==> src/rtl/zc_gain_pkg.sv <==
package zc_gain_pkg;
  localparam int CODE_W = 8;
  typedef logic [CODE_W-1:0] gain_code_t;
  localparam gain_code_t MUTE_CODE = '0;
endpackage

==> src/rtl/zc_xing_cnt.sv <==
module zc_xing_cnt #(
  parameter int NEED = 2
) (
  input  logic clk_i,
  input  logic rst_ni,
  input  logic clear_i,
  input  logic stb_i,
  input  logic sign_i,
  output logic done_o
);
  localparam int CNT_W = $clog2(NEED + 1);
  localparam logic [CNT_W-1:0] NEED_V = CNT_W'(NEED);

  logic             last_sign_q;
  logic [CNT_W-1:0] cnt_q;
  logic             xing;

  assign xing   = stb_i && (sign_i != last_sign_q);
  assign done_o = (cnt_q == NEED_V);

  always_ff @(posedge clk_i or negedge rst_ni) begin
    if (!rst_ni) begin
      last_sign_q <= 1'b0;
      cnt_q       <= '0;
    end else begin
      if (stb_i) last_sign_q <= sign_i;
      if (clear_i)                    cnt_q <= '0;
      else if (xing && cnt_q < NEED_V) cnt_q <= cnt_q + 1'b1;
    end
  end

  assert_cnt_bound_R3: assert property (@(posedge clk_i) disable iff (!rst_ni)
    cnt_q <= NEED_V);
  assert_cnt_restart_R5: assert property (@(posedge clk_i) disable iff (!rst_ni)
    clear_i |=> cnt_q == '0);
endmodule

==> src/rtl/zc_timeout.sv <==
module zc_timeout #(
  parameter int LIMIT = 3200000
) (
  input  logic clk_i,
  input  logic rst_ni,
  input  logic clear_i,
  output logic expired_o
);
  localparam int W = $clog2(LIMIT + 1);
  localparam logic [W-1:0] LIMIT_V = W'(LIMIT);

  logic [W-1:0] age_q;

  assign expired_o = (age_q == LIMIT_V);

  always_ff @(posedge clk_i or negedge rst_ni) begin
    if (!rst_ni)               age_q <= '0;
    else if (clear_i)          age_q <= '0;
    else if (age_q < LIMIT_V)  age_q <= age_q + 1'b1;
  end

  assert_tmo_bound_R4: assert property (@(posedge clk_i) disable iff (!rst_ni)
    age_q <= LIMIT_V);
  assert_tmo_restart_R5: assert property (@(posedge clk_i) disable iff (!rst_ni)
    clear_i |=> age_q == '0);
endmodule

==> src/rtl/zc_gain_ctrl.sv <==
module zc_gain_ctrl
  import zc_gain_pkg::*;
#(
  parameter int CLK_HZ     = 200000000,
  parameter int TIMEOUT_US = 16000,
  parameter int ZC_NEED    = 2
) (
  input  logic              clk_i,
  input  logic              rst_ni,
  input  logic              req_valid_i,
  input  logic [CODE_W-1:0] req_code_i,
  input  logic              zc_en_i,
  input  logic              mute_ni,
  input  logic              cs_ni,
  input  logic              sample_stb_i,
  input  logic              sign_i,
  output logic [CODE_W-1:0] code_o,
  output logic              mute_o
);
  localparam int TMO_CYC = (CLK_HZ / 1000000) * TIMEOUT_US;

  gain_code_t stored_q, tgt, tgt_q, code_q;
  logic       mute_q, restart, pending, clr, commit, two_seen, expired;

  assign tgt     = mute_q ? MUTE_CODE : stored_q;
  assign restart = (tgt != tgt_q);
  assign pending = (tgt != code_q);
  assign clr     = restart || !pending;
  assign commit  = pending && (!zc_en_i || (!restart && (two_seen || expired)));

  always_ff @(posedge clk_i or negedge rst_ni) begin
    if (!rst_ni) begin
      stored_q <= MUTE_CODE;
      mute_q   <= 1'b0;
      tgt_q    <= MUTE_CODE;
      code_q   <= MUTE_CODE;
    end else begin
      if (req_valid_i) stored_q <= req_code_i;
      if (cs_ni)       mute_q   <= !mute_ni;  // deferred while a transfer is open
      tgt_q <= tgt;
      if (commit)      code_q   <= tgt;
    end
  end

  zc_xing_cnt #(.NEED(ZC_NEED)) u_xing (
    .clk_i  (clk_i),
    .rst_ni (rst_ni),
    .clear_i(clr),
    .stb_i  (sample_stb_i),
    .sign_i (sign_i),
    .done_o (two_seen)
  );

  zc_timeout #(.LIMIT(TMO_CYC)) u_tmo (
    .clk_i    (clk_i),
    .rst_ni   (rst_ni),
    .clear_i  (clr),
    .expired_o(expired)
  );

  assign code_o = code_q;
  assign mute_o = (code_q == MUTE_CODE);

  assert_direct_apply_R2: assert property (@(posedge clk_i) disable iff (!rst_ni)
    (!zc_en_i && pending) |=> code_q == $past(tgt));
  assert_zc_hold_R3: assert property (@(posedge clk_i) disable iff (!rst_ni)
    (zc_en_i && (restart || (!two_seen && !expired))) |=> $stable(code_q));
  assert_mute_defer_R7: assert property (@(posedge clk_i) disable iff (!rst_ni)
    !cs_ni |=> $stable(mute_q));
  assert_commit_target_R8: assert property (@(posedge clk_i) disable iff (!rst_ni)
    !$stable(code_q) |-> code_q == $past(tgt));
endmodule

==> config.mk <==
export PLATFORM = sky130hd
export DESIGN_NAME = zc_gain_ctrl
export DESIGN_NICKNAME = d
export VERILOG_FILES = /design/src/rtl/zc_gain_pkg.sv /design/src/rtl/zc_xing_cnt.sv /design/src/rtl/zc_timeout.sv /design/src/rtl/zc_gain_ctrl.sv
export SDC_FILE = /design/constraint.sdc
export NUM_CORES = 1
export LEC_CHECK = 0
export ABC_AREA = 1
export BUFFER_PORTS_ARGS = -buffer_cell sky130_fd_sc_hd__buf_2
export CORE_UTILIZATION = 63
export DETAILED_ROUTE_END_ITERATION = 10
export PLACE_DENSITY_LB_ADDON = 0.3
export SYNTH_ARGS = -nofsm -noshare
export SYNTH_HDL_FRONTEND = slang
export SYNTH_SLANG_ARGS = --single-unit
==> constraint.sdc <==
create_clock -name clk_i -period 3.1 [get_ports clk_i]
set_input_delay 0.62 -clock clk_i [delete_from_list [all_inputs] [get_ports clk_i]]
set_output_delay 0.62 -clock clk_i [all_outputs]
set_load 0.01 [all_outputs]
Word-level counts from Yosys, hierarchy flattened --
Index checks and enable logic that the tools add are counted.
Word-level totals: flip-flop bits (word level) 50, latch bits 0, bits in writable memories 0, memory bits (read-only) 0, input bits 16, output and inout bits 9, word-level logic and storage cells 35, memories kept 0
Cells by class: $add $sub $neg 2, $mul 0, divide/modulo/power cells 0, $lt $le $gt $ge 2, eq/ne operators 5, shift operators 0, mux-type cells 5, bitwise operators 0, reduce and logical (&&, ||, !) cells 14
Operators with widths (count):
- $mux W22 | 2
- $add A22 B1 Y22 const B | 1
- $eq A22 B22 Y1 const B | 1
- $lt A22 B22 Y1 const B | 1
- $ne A8 B8 Y1 | 2
- $logic_not A8 Y1 | 1
- $mux W8 | 1
- $logic_and A1 B1 Y1 | 4
- $logic_not A1 Y1 | 4
- $mux W2 | 2
- $reduce_bool A2 Y1 | 2
- $logic_or A1 B1 Y1 | 3
- $add A2 B1 Y2 const B | 1
- $eq A2 B2 Y1 const B | 1
- $lt A2 B2 Y1 const B | 1
- $ne A1 B1 Y1 | 1

Depth between registers and ports, before layout --
depth in word-level cells 6, mapped depth 14, mapped depth without buffers 12

By module --
Synthesis repeated with hierarchy kept, for this count alone.
Second synthesis, totals: cells, all modules 461, area, all modules 3233.1 um^2
By module, submodules not included:
- zc_timeout | times used 1, cells an instance 251, area each 1671.6 um^2, seq. area each 550.5 um^2
- zc_gain_ctrl | times used 1, cells an instance 187, area each 1387.6 um^2, seq. area each 625.6 um^2
- zc_xing_cnt | times used 1, cells an instance 23, area each 173.9 um^2, seq. area each 75.1 um^2

Least setup slack after synthesis --
No wires, ideal clock.
kind register -> register, start point reg mute_q, end point reg u_tmo.age_q[14], library setup time 0.130 ns, arrival time 1.485 ns, required time 2.970 ns, path slack 1.485 ns, cell stages (with the launch flop) 14, path buffers 3, clock period less this slack 1.615 ns, cells stage by stage dfrtp_1 -> buf_6 -> inv_6 -> buf_8 -> nand2_2 -> nand2_1 -> nand2_1 -> nor2_1 -> nand2_1 -> nor2_1 -> nor2_4 -> buf_4 -> o21ai_1 -> a21oi_2
On the way: word-level cells in the longest chain between the ends 5, elaborated cells on any way between the ends 7, classes of those cells eq/ne (2); mux (2); reduce/logical (3)
Ends and longest elaborated chain:
- start: declaration | line zc_gain_ctrl.sv:23 | logic mute_q, restart, pending, clr, commit, two_seen, expired;
- start signal: assignment | line zc_gain_ctrl.sv:39 | if (cs_ni) mute_q <= !mute_ni;
- $mux W8 (*) | line zc_gain_ctrl.sv:25 | assign tgt = mute_q ? MUTE_CODE : stored_q;
- $ne A8 B8 Y1 | line zc_gain_ctrl.sv:27 | assign pending = (tgt != code_q);
- $logic_not A1 Y1 | line zc_gain_ctrl.sv:28 | assign clr = restart || !pending;
- $logic_or A1 B1 Y1 (*) | line zc_gain_ctrl.sv:28
- $mux W22 / $reduce_bool A2 Y1 (equally long branches)
- end signal: assignment | line zc_timeout.sv:19 | else if (age_q < LIMIT_V) age_q <= age_q + 1'b1;
- end: declaration | line zc_timeout.sv:12 | logic [W-1:0] age_q;
Mark *: on every way between the ends. The rest lies on a longest branch, timed or not. A chain may end at the register's enable or synchronous reset.

Worst setup path after layout --
start point reg mute_q, end point reg code_q[0], in the netlist code_o[0]
On the way: word-level cells in the longest chain between the ends 6, elaborated cells on any way between the ends 7, classes of those cells eq/ne (2); mux (1); reduce/logical (4)
Ends and longest elaborated chain:
- $mux W8 (*) | line zc_gain_ctrl.sv:25
- $ne A8 B8 Y1 | line zc_gain_ctrl.sv:26 | assign restart = (tgt != tgt_q);
- $logic_not A1 Y1 | line zc_gain_ctrl.sv:29 | assign commit = pending && (!zc_en_i || (!restart && (two_seen || expired)));
- $logic_and A1 B1 Y1 | line zc_gain_ctrl.sv:29
- $logic_or A1 B1 Y1 | line zc_gain_ctrl.sv:29
- $logic_and A1 B1 Y1 | line zc_gain_ctrl.sv:29
- end signal: assignment | line zc_gain_ctrl.sv:41 | if (commit) code_q <= tgt;
- end: declaration | line zc_gain_ctrl.sv:22 | gain_code_t stored_q, tgt, tgt_q, code_q;
Marks and branches as above.

==> metrics.md <==
| Metric | Value |
|---|---|
| Largest net degree at the start of global routing | `51` |
| Initial antenna violation count | `0` |
| Vias per cell | `~5.3` |
| Antenna-violating nets left | `0` |
| Setup CP Type | `flop to flop` |
| Worst setup EP type | `flop` |
| Synthesized area | `about 2800 um2` |
| Die ar. | `between 4000 and 5000 um2` |
| Dpl ws | `0.777 ns` |
| Yosys reg bits | `50` |
| GRT overflow | `0` |
| CTS Hold Bufs | `0` |
| Final instance area | `3080 um2` |
| ANT cells | `0` |
| Post-synth top cells | `128 x nand2_1, 60 x inv_1, 50 x dfrtp_1` |
| Average size of a mapped cell | `between 7 and 8 um2` |
| DP Wirelength | `~4.4 mm` |
| Placed cell count | `around 470` |
| Placed instance area | `2980 um2` |
| Post-synth top area share | `between 40% and 50%` |
| Synth Warn # | `0` |
| Sequential Area | `1250 um2` |
| TNS Setup | `0 ns` |
| Starting DRT DRC Count | `about 170` |
| Fin cells | `approximately 480` |
| Gpl congestion | `around 0.85` |
| Syn_nets | `423` |
| Via Count | `~2,600` |
| Pwr dens | `451 nW/um2` |
| Total GRT Usage | `between 20% and 30%` |
| Crit path launch type | `flop` |
| Ys async rst share | `100%` |
| Largest area contributor in the synthesized netlist | `dfrtp_1` |
| DIE WIDTH | `between 60 and 70 um` |
| Drt drc | `0` |
| Vias in the first global route | `2,507` |
| First-pass GRT wire length | `around 11 mm` |
| FILL cells | `371` |
| Clock Skew | `0.00733 ns` |
| Initial cell density of the core | `about two thirds` |
| Critical Path Fanout Max | `23` |
| Mapped Cells | `404` |
| Status | `complete, no violations` |
| Max cap viols | `0` |
| Cell with the most instances after synthesis | `nand2_1` |
| Top achievable clock speed | `430 MHz` |
| Setup bufs post-CTS | `0` |
| Synth cell types | `30` |
| Tcrit/Tclk final | `between 70% and 80%` |
| Slew headroom | `26.5%` |
| P&R area growth vs syn | `7.99%` |
| Unrepaired setup endpoints after global routing | `no` |
| LEAKAGE | `between 1.5 and 2 nW` |
| Hold slack | `roughly 0.47 ns` |
| EDFF count, synth | `0` |
| Core Area | `around 4400 um2` |
| Worst ir drop on vdd | `slightly above 300 uV` |
| Clock Latency Late Sink | `0.31 ns` |
| Final worst slack | `between 0.7 and 0.8 ns` |
| Sequential fraction of the synthesis area | `between 40% and 50%` |
| Clock sinks | `50` |
| # setup viols final | `0` |
| Clock-pin slew on the worst setup and hold paths | `roughly 0.09 ns` |
| Worst-margin pin slew | `around 1.1 ns` |
| Die boundary height | `approximately 70 um` |
| TritonCTS clock tree | `done` |
| CTS-repair resized insts | `0` |
| Max Slew Vio Count | `0` |
| Fin nets | `~450` |
| Port buffer count | `24` |
| Ranking of synthesized cells by area | `dfrtp_1 44%, nand2_1 17%, inv_1 7.9%` |
| Final hold vios | `0` |
| I/O pins | `25` |
| Share of layout cells above drive strength 1 | `between 10% and 20%` |
| CP Data Arrival Time | `approximately 2.5 ns` |
| Clk root buf | `clkbuf_8` |
| CP Data Required Time | `~3.3 ns` |
| Path type of the worst min-delay path | `input port to flop` |
| Wire length per cell | `around 12 um` |
| CTS max path bufs | `2` |
| Main synth FF type | `dfrtp_1` |
| Post-Route WL | `about 6 mm` |
| CTS H-Tree Depth | `2` |
| First-pass DRT Iterations | `4` |
| Number of CTS-inserted buffers | `5` |
| Area of the multi-input gates | `between 1000 and 1500 um2` |
| Rows | `24` |
| Final min period | `about 2.3 ns` |
==> through the flow <==
step,power [mW],utilization (%)
after floorplan,0.920,-
after global placement,0.990,68.5
after detailed placement,0.998,68.5
after CTS,1.40,70.7
after global routing,1.46,70.7
final,1.39,70.7
==> layout make-up <==
class                           count  area share, %
Multi-Input combinational cell    284           42.3
Sequential cell                    50           40.7
Inverter                           64           7.97
Timing Repair Buffer               24           3.90
Clock buffer                        6           2.68
Tap cell                           52           2.11
Clock inverter                      2          0.407
==> metal layers <==
metal  track usage, %  part of all wire (%)
met2             48.8                    50
met3             4.07                   3.1
met4             10.2                   1.3
met1             33.2                    45
met5                0                     0
==> worst max-delay path, cell delays in order, from the launching register on <==
cell and delay [ns]:
dfrtp_1 0.54, inv_6 0.19, nand2_1 0.11, nand2_1 0.08
nand2_1 0.05, nor2_1 0.10, nand2_1 0.09, clkinv_1 0.05
nand2_1 0.07, nor2_4 0.40, nand2_1 0.31, nand3_1 0.16
nand2_1 0.06
==> registers in the layout (all words and copies together) (netlist names) <==
signal / flops
stored_q: 8
u_tmo.age_q: 22
mute_q: 1
u_xing.cnt_q: 2
u_xing.last_sign_q: 1
code_o: 8
tgt_q: 8
==> placed cells by master, fill, tap and decap left out <==
cell type	count
o21ai_0	10
clkinvlp_4	1
clkinv_2	1
nor2_4	1
or2_2	1
clkbuf_8	6
clkinv_1	1
o21a_1	1
o21bai_1	1
ha_1	3
or2_1	1
inv_6	1
inv_2	2
buf_2	24
nand4_1	5
a21oi_2	3
nor2_1	41
nor2_2	3
inv_1	60
nor4_1	1
nand2_1	128
o21ai_1	9
nand3_1	40
dfrtp_1	50
a21oi_1	20
xor2_1	1
mux2_2	3
nand3b_1	2
nor3_1	7
nand2_2	3
==> power by group <==
group | internal [mW] | switching [mW]
sequential | 0.688 | 0.0393
combinational | 0.0917 | 0.165
clock | 0.180 | 0.224
==> worst paths after layout <==
| kind | to | slack [ns] | startpoint | depth (start not counted) |
|---|---|---|---|---|
| max | code_o[0] | 0.78 | mute_q | 12 |
| min | mute_q | 0.47 | mute_ni | 2 |
| max reg2reg | code_o[0] | 0.78 | mute_q | 12 |
| min reg2reg | u_tmo.age_q[14] | 0.50 | u_tmo.age_q[14] | 1 |
| max in group asynchronous | stored_q[1] | 1.91 | rst_ni | 1 |
| min in group asynchronous | stored_q[3] | 0.51 | rst_ni | 1 |
==> logic make-up after synthesis <==
| kind of cell | Yosys count | share of synthesized area [%] |
|---|---|---|
| buf+inv | 70 | 10.5 |
| compound gates | 44 | 8.30 |
| simple gates | 233 | 34.5 |
| xor+xnor | 1 | 0.307 |
| fa+ha+maj | 3 | 1.32 |
| flops | 50 | 43.9 |
| mux | 3 | 1.19 |
Power figures use the tool's default switching activity.
